==> src/rtl/keycfg_pkg.sv <==
package keycfg_pkg;
    localparam int LEN_W   = 2;
    localparam int PROG_W  = 2;
    localparam int NUM_CFG = 3;

    typedef enum logic [1:0] {
        ST_START = 2'd0,
        ST_K128  = 2'd1,
        ST_K192  = 2'd2,
        ST_K256  = 2'd3
    } kc_state_e;

    typedef struct packed {
        logic [PROG_W-1:0] prog;
        logic [LEN_W-1:0]  klen;
    } kc_cfg_t;

    // resident state for a legal length code
    function automatic kc_state_e state_of(input logic [LEN_W-1:0] code);
        return kc_state_e'(code + LEN_W'(1));
    endfunction
endpackage

==> src/rtl/keycfg_decode.sv <==
module keycfg_decode
    import keycfg_pkg::*;
#(
    parameter int N_CFG = NUM_CFG,
    parameter int LW    = LEN_W,
    parameter int PW    = PROG_W
) (
    input  logic [LW-1:0] code,
    output logic          legal,
    output logic [PW-1:0] prog
);
    logic [N_CFG-1:0] hit;

    for (genvar g = 0; g < N_CFG; g++) begin : g_cmp
        assign hit[g] = (code == LW'(g));
    end

    always_comb begin
        prog = '0;
        for (int i = 0; i < N_CFG; i++) begin
            if (hit[i]) prog = PW'(i);
        end
    end

    assign legal = |hit;
endmodule

==> src/rtl/keycfg_fsm.sv <==
module keycfg_fsm
    import keycfg_pkg::*;
(
    input  logic              clk,
    input  logic              rst,
    input  logic              det_stb,
    input  logic [LEN_W-1:0]  det_len,
    input  logic              legal,
    input  logic [PROG_W-1:0] prog_in,
    input  logic              attack,
    output kc_state_e         state_q,
    output kc_state_e         state_d,
    output kc_cfg_t           cfg_q,
    output logic              req_q,
    output logic              evt
);
    kc_cfg_t cfg_d;
    logic    atk_q;
    logic    atk_rise;
    logic    change;
    logic    reload;

    always_comb begin
        atk_rise = attack && !atk_q;
        change   = det_stb && legal &&
                   ((state_q == ST_START) || (det_len != cfg_q.klen));
        reload   = atk_rise && (state_q != ST_START);
        evt      = change || reload;
        state_d  = state_q;
        cfg_d    = cfg_q;
        if (change) begin
            state_d    = state_of(det_len);
            cfg_d.prog = prog_in;
            cfg_d.klen = det_len;
        end
    end

    always_ff @(posedge clk) begin
        if (rst) begin
            state_q <= ST_START;
            cfg_q   <= '0;
            req_q   <= 1'b0;
            atk_q   <= 1'b0;
        end else begin
            state_q <= state_d;
            cfg_q   <= cfg_d;
            req_q   <= evt;
            atk_q   <= attack;
        end
    end
endmodule

==> src/rtl/keycfg_hs.sv <==
module keycfg_hs
    import keycfg_pkg::*;
(
    input  logic      clk,
    input  logic      rst,
    input  logic      evt,
    input  logic      ack,
    input  kc_state_e state_d,
    output logic      valid_q
);
    logic pend_q;
    logic pend_d;

    always_comb begin
        pend_d = evt || (pend_q && !ack);
    end

    always_ff @(posedge clk) begin
        if (rst) begin
            pend_q  <= 1'b0;
            valid_q <= 1'b0;
        end else begin
            pend_q  <= pend_d;
            valid_q <= (state_d != ST_START) && !pend_d;
        end
    end
endmodule

==> src/rtl/keycfg_ctrl.sv <==
module keycfg_ctrl
    import keycfg_pkg::*;
(
    input  logic              clk,
    input  logic              rst,
    input  logic              det_stb,
    input  logic [LEN_W-1:0]  det_len,
    input  logic              rcfg_ack,
    input  logic              attack,
    output logic [1:0]        ctl_state,
    output logic [PROG_W-1:0] cfg_prog,
    output logic [LEN_W-1:0]  cfg_klen,
    output logic              rcfg_req,
    output logic              cfg_valid
);
    logic              legal;
    logic [PROG_W-1:0] prog_dec;
    kc_state_e         st_q;
    kc_state_e         st_d;
    kc_cfg_t           cfg;
    logic              evt;

    keycfg_decode #(.N_CFG(NUM_CFG), .LW(LEN_W), .PW(PROG_W)) u_dec (
        .code  (det_len),
        .legal (legal),
        .prog  (prog_dec)
    );

    keycfg_fsm u_fsm (
        .clk     (clk),
        .rst     (rst),
        .det_stb (det_stb),
        .det_len (det_len),
        .legal   (legal),
        .prog_in (prog_dec),
        .attack  (attack),
        .state_q (st_q),
        .state_d (st_d),
        .cfg_q   (cfg),
        .req_q   (rcfg_req),
        .evt     (evt)
    );

    keycfg_hs u_hs (
        .clk     (clk),
        .rst     (rst),
        .evt     (evt),
        .ack     (rcfg_ack),
        .state_d (st_d),
        .valid_q (cfg_valid)
    );

    assign ctl_state = st_q;
    assign cfg_prog  = cfg.prog;
    assign cfg_klen  = cfg.klen;
endmodule

==> config.mk <==
export PLATFORM = sky130hd
export DESIGN_NAME = keycfg_ctrl
export DESIGN_NICKNAME = d
export VERILOG_FILES = /design/src/rtl/keycfg_pkg.sv /design/src/rtl/keycfg_decode.sv /design/src/rtl/keycfg_fsm.sv /design/src/rtl/keycfg_hs.sv /design/src/rtl/keycfg_ctrl.sv
export SDC_FILE = /design/constraint.sdc
export NUM_CORES = 1
export LEC_CHECK = 0
export ABC_AREA = 1
export ABC_CLOCK_PERIOD_IN_PS = 1300
export BUFFER_PORTS_ARGS = -buffer_cell sky130_fd_sc_hd__buf_4
export CELL_PAD_IN_SITES_DETAIL_PLACEMENT = 1
export CELL_PAD_IN_SITES_GLOBAL_PLACEMENT = 1
export CORE_ASPECT_RATIO = 0.9
export CORE_UTILIZATION = 25
export CTS_CLUSTER_DIAMETER = 120
export DETAILED_ROUTE_END_ITERATION = 8
export HOLD_SLACK_MARGIN = 0.06
export PLACE_DENSITY_LB_ADDON = 0.1
export SYNTH_ARGS = -nofsm -noshare
export SYNTH_HDL_FRONTEND = slang
export SYNTH_SLANG_ARGS = --single-unit
==> constraint.sdc <==
create_clock -name clk -period 1.3 [get_ports clk]
set_input_delay 0.13 -clock clk [delete_from_list [all_inputs] [get_ports clk]]
set_output_delay 0.13 -clock clk [all_outputs]
set_load 0.05 [all_outputs]
==> run summary <==
Largest net degree at the start of global routing: 10
Antenna violations before repair: 0
Final cell count without fillers: 111
Hold Crit Start: attack
Crit. End Element: register
Unrepaired setup endpoints after global routing: no
Placed cells: 107
Boundary pin count: 15
ANT nets after route: 0
Final count of hold timing violations: 0
Ys Warns: 0
Clock transition at the registers of the reported paths: 0.07 ns
Row count: 15
Reg2reg path depth: 7
Syn_nets: 78
Power per cell area: 1180 nW/um^2
Clk sinks: 10
Clock insertion delay at the later pin of the skew report: 0.26 ns
Tcrit/Tclk final: 0.883
Yosys cell types: 15
Ant. Diodes: 0
Total of max-cap violations: 0
Setup Buffers After CTS: 0
Initial DRC Count: 3
Root buffer cell: clkbuf_4
Initial core utilization: 0.263
Synthesized area: 504 sq um
Hold Crit Depth: 3
CTS tree: yes
Fmax: 871 MHz
Final Critical Period: 1.15 ns
Layout net count: 98
Gpl congestion: 0.747
Static leakage: 0.357 nW
Routed via count: 479
WHS Endpoint: u_fsm.atk_q$_SDFF_PP0_
Tot GR Track Use: 0.121
Actual slew at the worst max-slew pin: 0.237 ns
Detailed Routing Iterations Pass 1: 3
Tightest Hold Check Type: in2reg
Fin. max-slew vios: 0
Max-slew headroom: 0.842
Reg2reg setup slack: 0.15 ns
Syn Inst Count: 68
Required time worst endpoint: 1.45 ns
Worst path cell trace: inv_1, nand2_1, nand3_2, o21bai_4, inv_1, nor2_1, nor2_1
Port-buffer cells: 14
Clk buf depth: 2
Synthesis-to-finish area growth: 34.5%
Crit Path Class: reg2reg
Wire per inst: 9.95 um
Post-detail-place hpwl: 903 um
WL final: 1.10 mm
Worst r2r dst: u_fsm.cfg_q[3]$_SDFFE_PP0P_
Setup TNS: 0 ns
Critical Path Fanout Max: 9
Critical path arrival: 1.30 ns
Setup crit start kind: register
Max VDD drop: 561 uV
Status: finished, final reports clean
Die area: 2200 sq um
Vias in the first global route: 451
Via density: 4.32
Crit-path slowest cell: dfxtp_2
Post-cts resize count: 0
#FFs+latches synth: 10
TritonCTS Buffers: 3
Layout cells sized above 1: 0.337
GRT Residual Overflow: 0
Die Y: 44.6 um
Clock Skew: 0.00798 ns
Syn_area_per_cell: 7.42 sq um
WHS: 0.0919 ns
Total core area: 1910 sq um
DRC viols: 0
First-pass GRT wire length: 1.84 mm
R2r startpoint: u_fsm.cfg_q[0]$_SDFFE_PP0P_
CP max stage delay: 0.38 ns
CTS H-tree lvls: 1
Setup violators final: 0
Register area share after synthesis: 0.397
Die width: 49.3 um
[metal layers]
metal / part of all wire / global-route usage / wire length (um)
met3: 0.067 / 0.0722 / 74
met5: 0 / 0 / 0
met1: 0.48 / 0.133 / 532
met4: 0.011 / 0.0529 / 12
met2: 0.44 / 0.189 / 484
[cells by family (layout without fill, tap and decap cells)]
kind of cell             Yosys count  count (layout)  synth area share
AO/OA/AOI/OAI                      8               8             0.114
adder cells (fa/ha/maj)            3               3            0.0744
buffers and inverters             15              33             0.112
flip-flops                        10              10             0.397
AND/OR/NAND/NOR                   32              32             0.303
[worst max path at each step]
stage	start	slack, ns	cells past startpoint	to
3_3_place_gp	det_len[0]	0.06	8	u_hs.valid_q$_SDFF_PP0_
2_1_floorplan	u_fsm.cfg_q[1]$_SDFFE_PP0P_	0.04	7	u_hs.valid_q$_SDFF_PP0_
3_5_place_dp	det_len[0]	0.05	8	u_hs.valid_q$_SDFF_PP0_
5_1_grt	u_fsm.cfg_q[0]$_SDFFE_PP0P_	0.03	7	u_hs.valid_q$_SDFF_PP0_
4_1_cts	u_fsm.cfg_q[0]$_SDFFE_PP0P_	0.13	7	u_hs.valid_q$_SDFF_PP0_
6_report	u_fsm.cfg_q[0]$_SDFFE_PP0P_	0.15	7	u_fsm.cfg_q[3]$_SDFFE_PP0P_
[through the flow]
stage	utilization	total power (W)	setup WS, ns	cell area, sq um
floorplan	-	0.000524	0.0367	509
global route	0.354	0.000860	0.0260	678
global placement	0.337	0.000598	0.0560	646
detailed placement	0.337	0.000600	0.0456	646
CTS	0.354	0.000820	0.134	678
finish	0.354	0.000802	0.152	678
[placed cells by master (no fill, tap or decap), types with 4 or more instances in the layout]
cell type   n
buf_4      14
dfxtp_1     6
dfxtp_2     4
inv_1      14
nand2_1    12
nand3_1     4
nor2_1     11
[final cells by class]
type                       count  area, sq um
tap                           25         31.3
timing repair buffer          15          115
fill                         258         1240
clock buffer                   3         22.5
multi-input combinational     43          248
inverter                      15         56.3
sequential                    10          205
[state kept, by name (all words and copies together), names as in the netlist]
name,cells
u_fsm.cfg_q,4
u_fsm.state_q,2
u_fsm.atk_q,1
u_fsm.req_q,1
u_hs.pend_q,1
u_hs.valid_q,1
[worst max-delay path, delay by kind of cell (launching register included)]
kind	cells	cell delay (ns)
AND/OR/NAND/NOR	4	0.29
flip-flops	1	0.38
AO/OA/AOI/OAI	1	0.23
buffers and inverters	2	0.14
[power breakdown]
| part | internal [W] | switching, W |
|---|---|---|
| logic | 0.0000809 | 0.000161 |
| clock network | 0.000107 | 0.000104 |
| registers | 0.000335 | 0.0000144 |
| total | 0.000523 | 0.000279 |
[cells in the mapped netlist]
master / count / area (sq um)
a21oi_1: 3 / 15.0
a21oi_2: 1 / 8.76
dfxtp_1: 10 / 200
ha_1: 3 / 37.5
inv_1: 14 / 52.6
inv_2: 1 / 3.75
nand2_1: 12 / 45.0
nand2_2: 2 / 12.5
nand3_1: 4 / 20.0
nand3_2: 1 / 10.0
nand4_2: 1 / 12.5
nor2_1: 11 / 41.3
nor2_4: 1 / 11.3
o21ai_0: 3 / 15.0
o21bai_4: 1 / 18.8
[repair_timing]
item | 4_1_cts | 5_1_grt
hold endpoints to repair | 2 | 0
hold buffers | 1 | 0
setup endpoints to repair | 0 | 0
Power figures use the tool's default switching activity.
